===== config.mk =====
export PLATFORM = sky130hd
export DESIGN_NAME = erms_sar_ctrl
export DESIGN_NICKNAME = d
export VERILOG_FILES = /design/src/rtl/erms_pkg.sv /design/src/rtl/erms_seq.sv /design/src/rtl/erms_cap_bank.sv /design/src/rtl/erms_drv_map.sv /design/src/rtl/erms_collect.sv /design/src/rtl/erms_sar_ctrl.sv
export SDC_FILE = /design/constraint.sdc
export NUM_CORES = 1
export LEC_CHECK = 0
export CAP_MARGIN = 20
export CORE_MARGIN = 10
export CORE_UTILIZATION = 35
export CTS_CLUSTER_DIAMETER = 150
export DETAILED_ROUTE_END_ITERATION = 12
export PLACE_DENSITY = 0.64
export SLEW_MARGIN = 40
export SYNTH_ARGS = -nofsm -noshare
export SYNTH_HDL_FRONTEND = slang
export SYNTH_HIERARCHICAL = 1
export SYNTH_SLANG_ARGS = --single-unit

===== constraint.sdc =====
create_clock -name clk -period 1.3 [get_ports clk]
set_input_delay 0.26 -clock clk [delete_from_list [all_inputs] [get_ports clk]]
set_output_delay 0.26 -clock clk [all_outputs]
set_load 0.005 [all_outputs]

===== src/rtl/erms_pkg.sv =====
package erms_pkg;

   typedef enum logic [1:0] {
      LVL_MID = 2'b00,
      LVL_HI  = 2'b01,
      LVL_LO  = 2'b10
   } lvl_e;

   function automatic logic [1:0] lvl_swap(input logic [1:0] lvl);
      case (lvl)
         2'b01:   return 2'b10;
         2'b10:   return 2'b01;
         default: return 2'b00;
      endcase
   endfunction

endpackage


===== src/rtl/erms_seq.sv =====
module erms_seq #(
   parameter int unsigned N            = 10,
   parameter bit          ONEHOT_PHASE = 1'b1
) (
   input  logic         clk,
   input  logic         rst_n,
   input  logic         start_i,
   output logic         busy_o,
   output logic [N-1:0] phase_o
);

   localparam int unsigned SW = (N > 1) ? $clog2(N) : 1;

   logic busy_q;

   generate
      if (N < 3) begin : g_bad_n
         $error("erms_seq: N must be at least 3");
      end

      if (ONEHOT_PHASE) begin : g_ring
         logic [N-1:0] ring_q;
         always_ff @(posedge clk or negedge rst_n) begin
            if (!rst_n) begin
               ring_q <= '0;
            end else if (!busy_q) begin
               if (start_i) ring_q <= N'(1);
            end else begin
               ring_q <= {ring_q[N-2:0], 1'b0};
            end
         end
         assign phase_o = ring_q;
      end else begin : g_count
         logic [SW-1:0] cnt_q;
         always_ff @(posedge clk or negedge rst_n) begin
            if (!rst_n) begin
               cnt_q <= '0;
            end else if (!busy_q) begin
               cnt_q <= '0;
            end else begin
               cnt_q <= cnt_q + 1'b1;
            end
         end
         always_comb begin
            phase_o = '0;
            if (busy_q) phase_o[cnt_q] = 1'b1;
         end
      end
   endgenerate

   always_ff @(posedge clk or negedge rst_n) begin
      if (!rst_n) begin
         busy_q <= 1'b0;
      end else if (!busy_q) begin
         busy_q <= start_i;
      end else if (phase_o[N-1]) begin
         busy_q <= 1'b0;
      end
   end

   assign busy_o = busy_q;

   assert_phase_single_R7: assert property (@(posedge clk) disable iff (!rst_n)
      busy_q |-> ($countones(phase_o) == 1));

   assert_phase_idle_R7: assert property (@(posedge clk) disable iff (!rst_n)
      !busy_q |-> (phase_o == '0));

   assert_step_advance_R9: assert property (@(posedge clk) disable iff (!rst_n)
      (busy_q && !phase_o[N-1]) |=> (busy_q && (phase_o == ($past(phase_o) << 1))));

endmodule


===== src/rtl/erms_cap_bank.sv =====
module erms_cap_bank #(
   parameter int unsigned N = 10
) (
   input  logic         clk,
   input  logic         rst_n,
   input  logic         busy_i,
   input  logic         dec_i,
   input  logic [N-1:0] phase_i,
   output logic [N-2:0] on_o,
   output logic         pol_o
);

   localparam int unsigned NCAP = N - 1;

   logic pol_q;

   always_ff @(posedge clk or negedge rst_n) begin
      if (!rst_n) begin
         pol_q <= 1'b0;
      end else if (busy_i && phase_i[0]) begin
         pol_q <= dec_i;
      end
   end

   generate
      for (genvar c = 0; c < NCAP; c++) begin : g_cap
         logic act_q;
         always_ff @(posedge clk or negedge rst_n) begin
            if (!rst_n) begin
               act_q <= 1'b0;
            end else if (busy_i) begin
               if (phase_i[N-1]) begin
                  act_q <= 1'b0;
               end else if (phase_i[c]) begin
                  act_q <= 1'b1;
               end else if (phase_i[c+1] && (dec_i != pol_q)) begin
                  act_q <= 1'b0;
               end
            end
         end
         assign on_o[c] = act_q;
      end
   endgenerate

   assign pol_o = pol_q;

   assert_first_switch_R4: assert property (@(posedge clk) disable iff (!rst_n)
      (busy_i && phase_i[0]) |=> ($countones(on_o) == 1) && on_o[0]);

   assert_keep_grow_R5: assert property (@(posedge clk) disable iff (!rst_n)
      (busy_i && !phase_i[0] && !phase_i[N-1] && (dec_i == pol_o))
      |=> ($countones(on_o) == $past($countones(on_o)) + 1));

   assert_early_reset_R6: assert property (@(posedge clk) disable iff (!rst_n)
      (busy_i && !phase_i[0] && !phase_i[N-1] && (dec_i != pol_o))
      |=> ($countones(on_o) == $past($countones(on_o))));

   assert_pol_stable_R4: assert property (@(posedge clk) disable iff (!rst_n)
      (busy_i && !phase_i[0]) |=> $stable(pol_o));

endmodule


===== src/rtl/erms_drv_map.sv =====
module erms_drv_map
   import erms_pkg::*;
#(
   parameter int unsigned NCAP = 9
) (
   input  logic [NCAP-1:0]   on_i,
   input  logic              pol_i,
   output logic [2*NCAP-1:0] pos_o,
   output logic [2*NCAP-1:0] neg_o
);

   generate
      for (genvar c = 0; c < NCAP; c++) begin : g_map
         lvl_e pos_lvl;
         lvl_e neg_lvl;
         always_comb begin
            pos_lvl = LVL_MID;
            neg_lvl = LVL_MID;
            if (on_i[c]) begin
               pos_lvl = pol_i ? LVL_LO : LVL_HI;
               neg_lvl = pol_i ? LVL_HI : LVL_LO;
            end
         end
         assign pos_o[2*c +: 2] = pos_lvl;
         assign neg_o[2*c +: 2] = neg_lvl;
      end
   endgenerate

endmodule


===== src/rtl/erms_collect.sv =====
module erms_collect #(
   parameter int unsigned N = 10
) (
   input  logic         clk,
   input  logic         rst_n,
   input  logic         busy_i,
   input  logic         last_i,
   input  logic         dec_i,
   output logic [N-1:0] code_o,
   output logic         done_o
);

   logic [N-1:0] sh_q;
   logic [N-1:0] code_q;
   logic         done_q;

   always_ff @(posedge clk or negedge rst_n) begin
      if (!rst_n) begin
         sh_q   <= '0;
         code_q <= '0;
         done_q <= 1'b0;
      end else begin
         done_q <= busy_i && last_i;
         if (busy_i) sh_q <= {sh_q[N-2:0], dec_i};
         if (busy_i && last_i) code_q <= {sh_q[N-2:0], dec_i};
      end
   end

   assign code_o = code_q;
   assign done_o = done_q;

   assert_done_single_R7: assert property (@(posedge clk) disable iff (!rst_n)
      done_q |=> !done_q);

   assert_code_hold_R8: assert property (@(posedge clk) disable iff (!rst_n)
      !(busy_i && last_i) |=> $stable(code_q));

endmodule


===== src/rtl/erms_sar_ctrl.sv =====
module erms_sar_ctrl
   import erms_pkg::*;
#(
   parameter int unsigned N            = 10,
   parameter bit          ONEHOT_PHASE = 1'b1
) (
   input  logic               clk,
   input  logic               rst_n,
   input  logic               start_i,
   input  logic               cmp_i,
   output logic               busy_o,
   output logic [2*(N-1)-1:0] pos_drv_o,
   output logic [2*(N-1)-1:0] neg_drv_o,
   output logic [N-1:0]       code_o,
   output logic               done_o
);

   localparam int unsigned NCAP = N - 1;

   logic            busy;
   logic [N-1:0]    phase;
   logic [NCAP-1:0] cap_on;
   logic            pol;

   erms_seq #(.N(N), .ONEHOT_PHASE(ONEHOT_PHASE)) u_seq (
      .clk     (clk),
      .rst_n   (rst_n),
      .start_i (start_i),
      .busy_o  (busy),
      .phase_o (phase)
   );

   erms_cap_bank #(.N(N)) u_bank (
      .clk     (clk),
      .rst_n   (rst_n),
      .busy_i  (busy),
      .dec_i   (cmp_i),
      .phase_i (phase),
      .on_o    (cap_on),
      .pol_o   (pol)
   );

   erms_drv_map #(.NCAP(NCAP)) u_map (
      .on_i  (cap_on),
      .pol_i (pol),
      .pos_o (pos_drv_o),
      .neg_o (neg_drv_o)
   );

   erms_collect #(.N(N)) u_collect (
      .clk    (clk),
      .rst_n  (rst_n),
      .busy_i (busy),
      .last_i (phase[N-1]),
      .dec_i  (cmp_i),
      .code_o (code_o),
      .done_o (done_o)
   );

   assign busy_o = busy;

   assert_idle_mid_R1: assert property (@(posedge clk) disable iff (!rst_n)
      !busy |-> ((pos_drv_o == '0) && (neg_drv_o == '0)));

   assert_done_idle_R7: assert property (@(posedge clk) disable iff (!rst_n)
      done_o |-> !busy);

   generate
      for (genvar c = 0; c < NCAP; c++) begin : g_chk
         assert_mirror_R2: assert property (@(posedge clk) disable iff (!rst_n)
            neg_drv_o[2*c +: 2] == lvl_swap(pos_drv_o[2*c +: 2]));
         assert_legal_R2: assert property (@(posedge clk) disable iff (!rst_n)
            pos_drv_o[2*c +: 2] != 2'b11);
      end
   endgenerate

endmodule


==> out/results.tsv <==
metric	value	unit
outcome	finished, violations left	
failed_checks	setup timing	
synth_warnings	6	
grt_pass1_wl	7.38	mm
tightest_slew	0.235	ns
fin_crit_sh	118	%
num_vias	1312	
critPathLaunchType	flop	
grt_setup_unrepaired	true	
syn_inst	170	
end_kind	output pin	
dp_hpwl	2.91	mm
antenna_found_initial	0	
internal_power	0.00439	W
postRouteAntennaNets	0	
fin_crit	1.53	ns
syn_avg_cell_area	12.3	sq um
p_sw	0.00209	W
p_seq_share	34.0	%
clk_pin_slew	0.08	ns
htreeDepth	2	
vias_per_cell	4.56	
die_area	9440	sq um
die_w	97.2	microns
fin_skew	0.0114	ns
setup_viol	44	
nNetsFinal	216	
comb_power_share	49.7	%
cts_buffers	5	
drive_gt1_share	53.5	%
wl_per_cell	15.0	microns
clock_tree.root_cell	clkbuf_8	
synth-seq-cells	41	
antenna_cells	0	
synth_cell_types	21	
slew_viol_final	0	
relSlewSlack	84.3	%
drt_first_pass_iters	4	
swShare	32.2	%
crit_slowest_cell	dfrtp_2	
drc	0	
clk-insertion-delay-late	0.29	ns
timing.fmax	654	MHz
grt_pass1_vias	1391	
max-clock-path-buffers	2	
cpMostUsedCell	buf_6	
wl	4.33	mm
worstSetupPathType	reg -> out	
ios	52	
peakVddDrop	0.000822	V
clkPwrFrac	16.3	%
die_y	97.2	microns
grt_max_degree	42	
yosysSeqAreaShare	49.2	%
maxCapViolCount	0	
cts_tree	yes	
hold_class	in -> async	
synth_area	2080	sq um
design_area	2630	sq um
routabilityCongestion	0.654	
placed_area	2470	sq um
pre_cts_slack	-0.275	ns
crit_fanout	4	
hold_violations	0	
area_delta_synth_final	25.9	%
critPathRequiredTime	1.04	ns
mappedNetlistNets	174	
cpPeakStageDelay	0.44	ns
timing.hold.ws	0.477	ns
clock_sinks	41	
worst_slack	-0.228	ns
grt-ovfl-total	0	
core-area	5850	sq um
power	0.00648	W
port-buffer-count	51	
n_fill_cell	547	
std_cell_rows	28	
total_leakage_power	1.31	nW
arrival	1.27	ns
drt_iter0_markers	73	
start_util	35.6	%
cp_cell_sequence	buf_6 -> buf_6 -> and2b_1 -> buf_2	
power.density	2470	nW/um^2
grt_usage	9.38	%
-- layout make-up --
cell class                 instances  area, sq um  share of cell area, %
inverter                           1         3.75                  0.143
clock buffer                       7         86.3                   3.29
multi-input combinational         93          841                   32.0
tap                               75         93.8                   3.57
sequential                        41         1030                   39.2
clock inverter                     1         30.0                   1.14
timing repair buffer              70          542                   20.6
-- layer usage --
layer  share of wire, %  global-route usage [%]
met1                 44                    11.2
met2                 49                    15.2
met3                5.3                    2.42
met4                1.1                    4.77
met5                  0                       0
-- power by group through the flow --
stage	Combinational, W	Clock [W]	Sequential (W)
floorplan	0.00207	0	0.00214
global placement	0.00302	0	0.00224
global route	0.00355	0.00115	0.00230
CTS	0.00331	0.00109	0.00220
finish	0.00322	0.00105	0.00220
detailed placement	0.00309	0	0.00226
-- logic make-up after synthesis --
logic type | synth area share, %
AND/OR/NAND/NOR | 15.2
flip-flops | 49.2
buffers and inverters | 14.2
AO/OA/AOI/OAI | 7.98
multiplexers | 12.6
XOR/XNOR | 0.781
-- synth_stat cells --
cell | number | area share [%]
inv_1 | 1 | 0.18
dfrtp_1 | 41 | 49
and2_4 | 1 | 0.42
buf_4 | 27 | 9.7
nor2_4 | 1 | 0.54
mux2_2 | 10 | 5.4
mux2_4 | 10 | 7.2
nand2_1 | 6 | 1.1
and2_1 | 9 | 2.7
nand2_4 | 2 | 1.1
a211oi_1 | 8 | 2.9
nor2_1 | 3 | 0.54
nor2b_1 | 1 | 0.30
xor2_2 | 1 | 0.78
buf_6 | 8 | 4.3
o21ai_0 | 6 | 1.4
a22o_1 | 3 | 1.3
a21oi_1 | 10 | 2.4
nand2b_1 | 6 | 1.8
and2b_1 | 8 | 2.9
and3b_2 | 8 | 3.8
-- cell usage in the layout (no fill, tap or decap), drive strengths merged, types with 2 or more instances in the layout --
| master | synthesis | layout |
|---|---|---|
| dlygate4sd2 | 0 | 12 |
| and2 | 10 | 10 |
| nor2 | 4 | 4 |
| and2b | 8 | 8 |
| mux2 | 20 | 20 |
| nand2b | 6 | 6 |
| a22o | 3 | 3 |
| clkdlybuf4s50 | 0 | 2 |
| a21oi | 10 | 10 |
| nand2 | 8 | 8 |
| buf | 35 | 42 |
| clkbuf | 0 | 20 |
| dfrtp | 41 | 41 |
| o21ai | 6 | 6 |
| and3b | 8 | 8 |
| a211oi | 8 | 8 |
-- sequential cells by signal (all words and copies together) (netlist names) --
register,flops
u_collect/code_o,10
u_seq/phase_o,10
u_bank/g_cap.act_q,9
u_collect/sh_q,9
u_bank/pol_o,1
u_collect/done_o,1
u_seq/busy_o,1
-- path summary, 6_finish.rpt --
kind                                     start               endpoint  slack (ns)  depth (start not counted)
setup reg to reg                  u_bank/pol_o  u_bank/g_cap[4].act_q       -0.13                          6
hold / removal                           rst_n    u_collect/code_o[3]        0.48                          3
hold reg to reg            u_collect/code_o[6]    u_collect/code_o[6]        0.50                          1
max in group asynchronous                rst_n           u_seq/busy_o        0.60                          3
setup / recovery                  u_bank/pol_o          pos_drv_o[10]       -0.23                          4
min in group clk           u_collect/code_o[6]    u_collect/code_o[6]        0.50                          1
-- through the flow --
step / std cells / utilization [%] / setup TNS (ns)
global placement: 270 / 42.2 / -8.88
floorplan: 170 / - / 0
global route: 288 / 44.9 / -7.31
detailed placement: 270 / 42.2 / -10.14
CTS: 288 / 45.7 / -6.42
finish: 288 / 44.9 / -4.87
-- critical path: cells and delay by family (launching register included) --
kind | cells | cell delay (ns)
flops | 1 | 0.44
buf+inv | 3 | 0.35
simple gates | 1 | 0.19
-- repair_timing --
item / CTS / global route
hold endpoints to repair: 41 / 0
endpoints found under the setup margin: 56 / 47
gates resized for setup: 163 / 19
hold buffers: 1 / 0
setup buffers: 9 / 0
pin swaps: 2 / 1
Power figures use the tool's default switching activity.
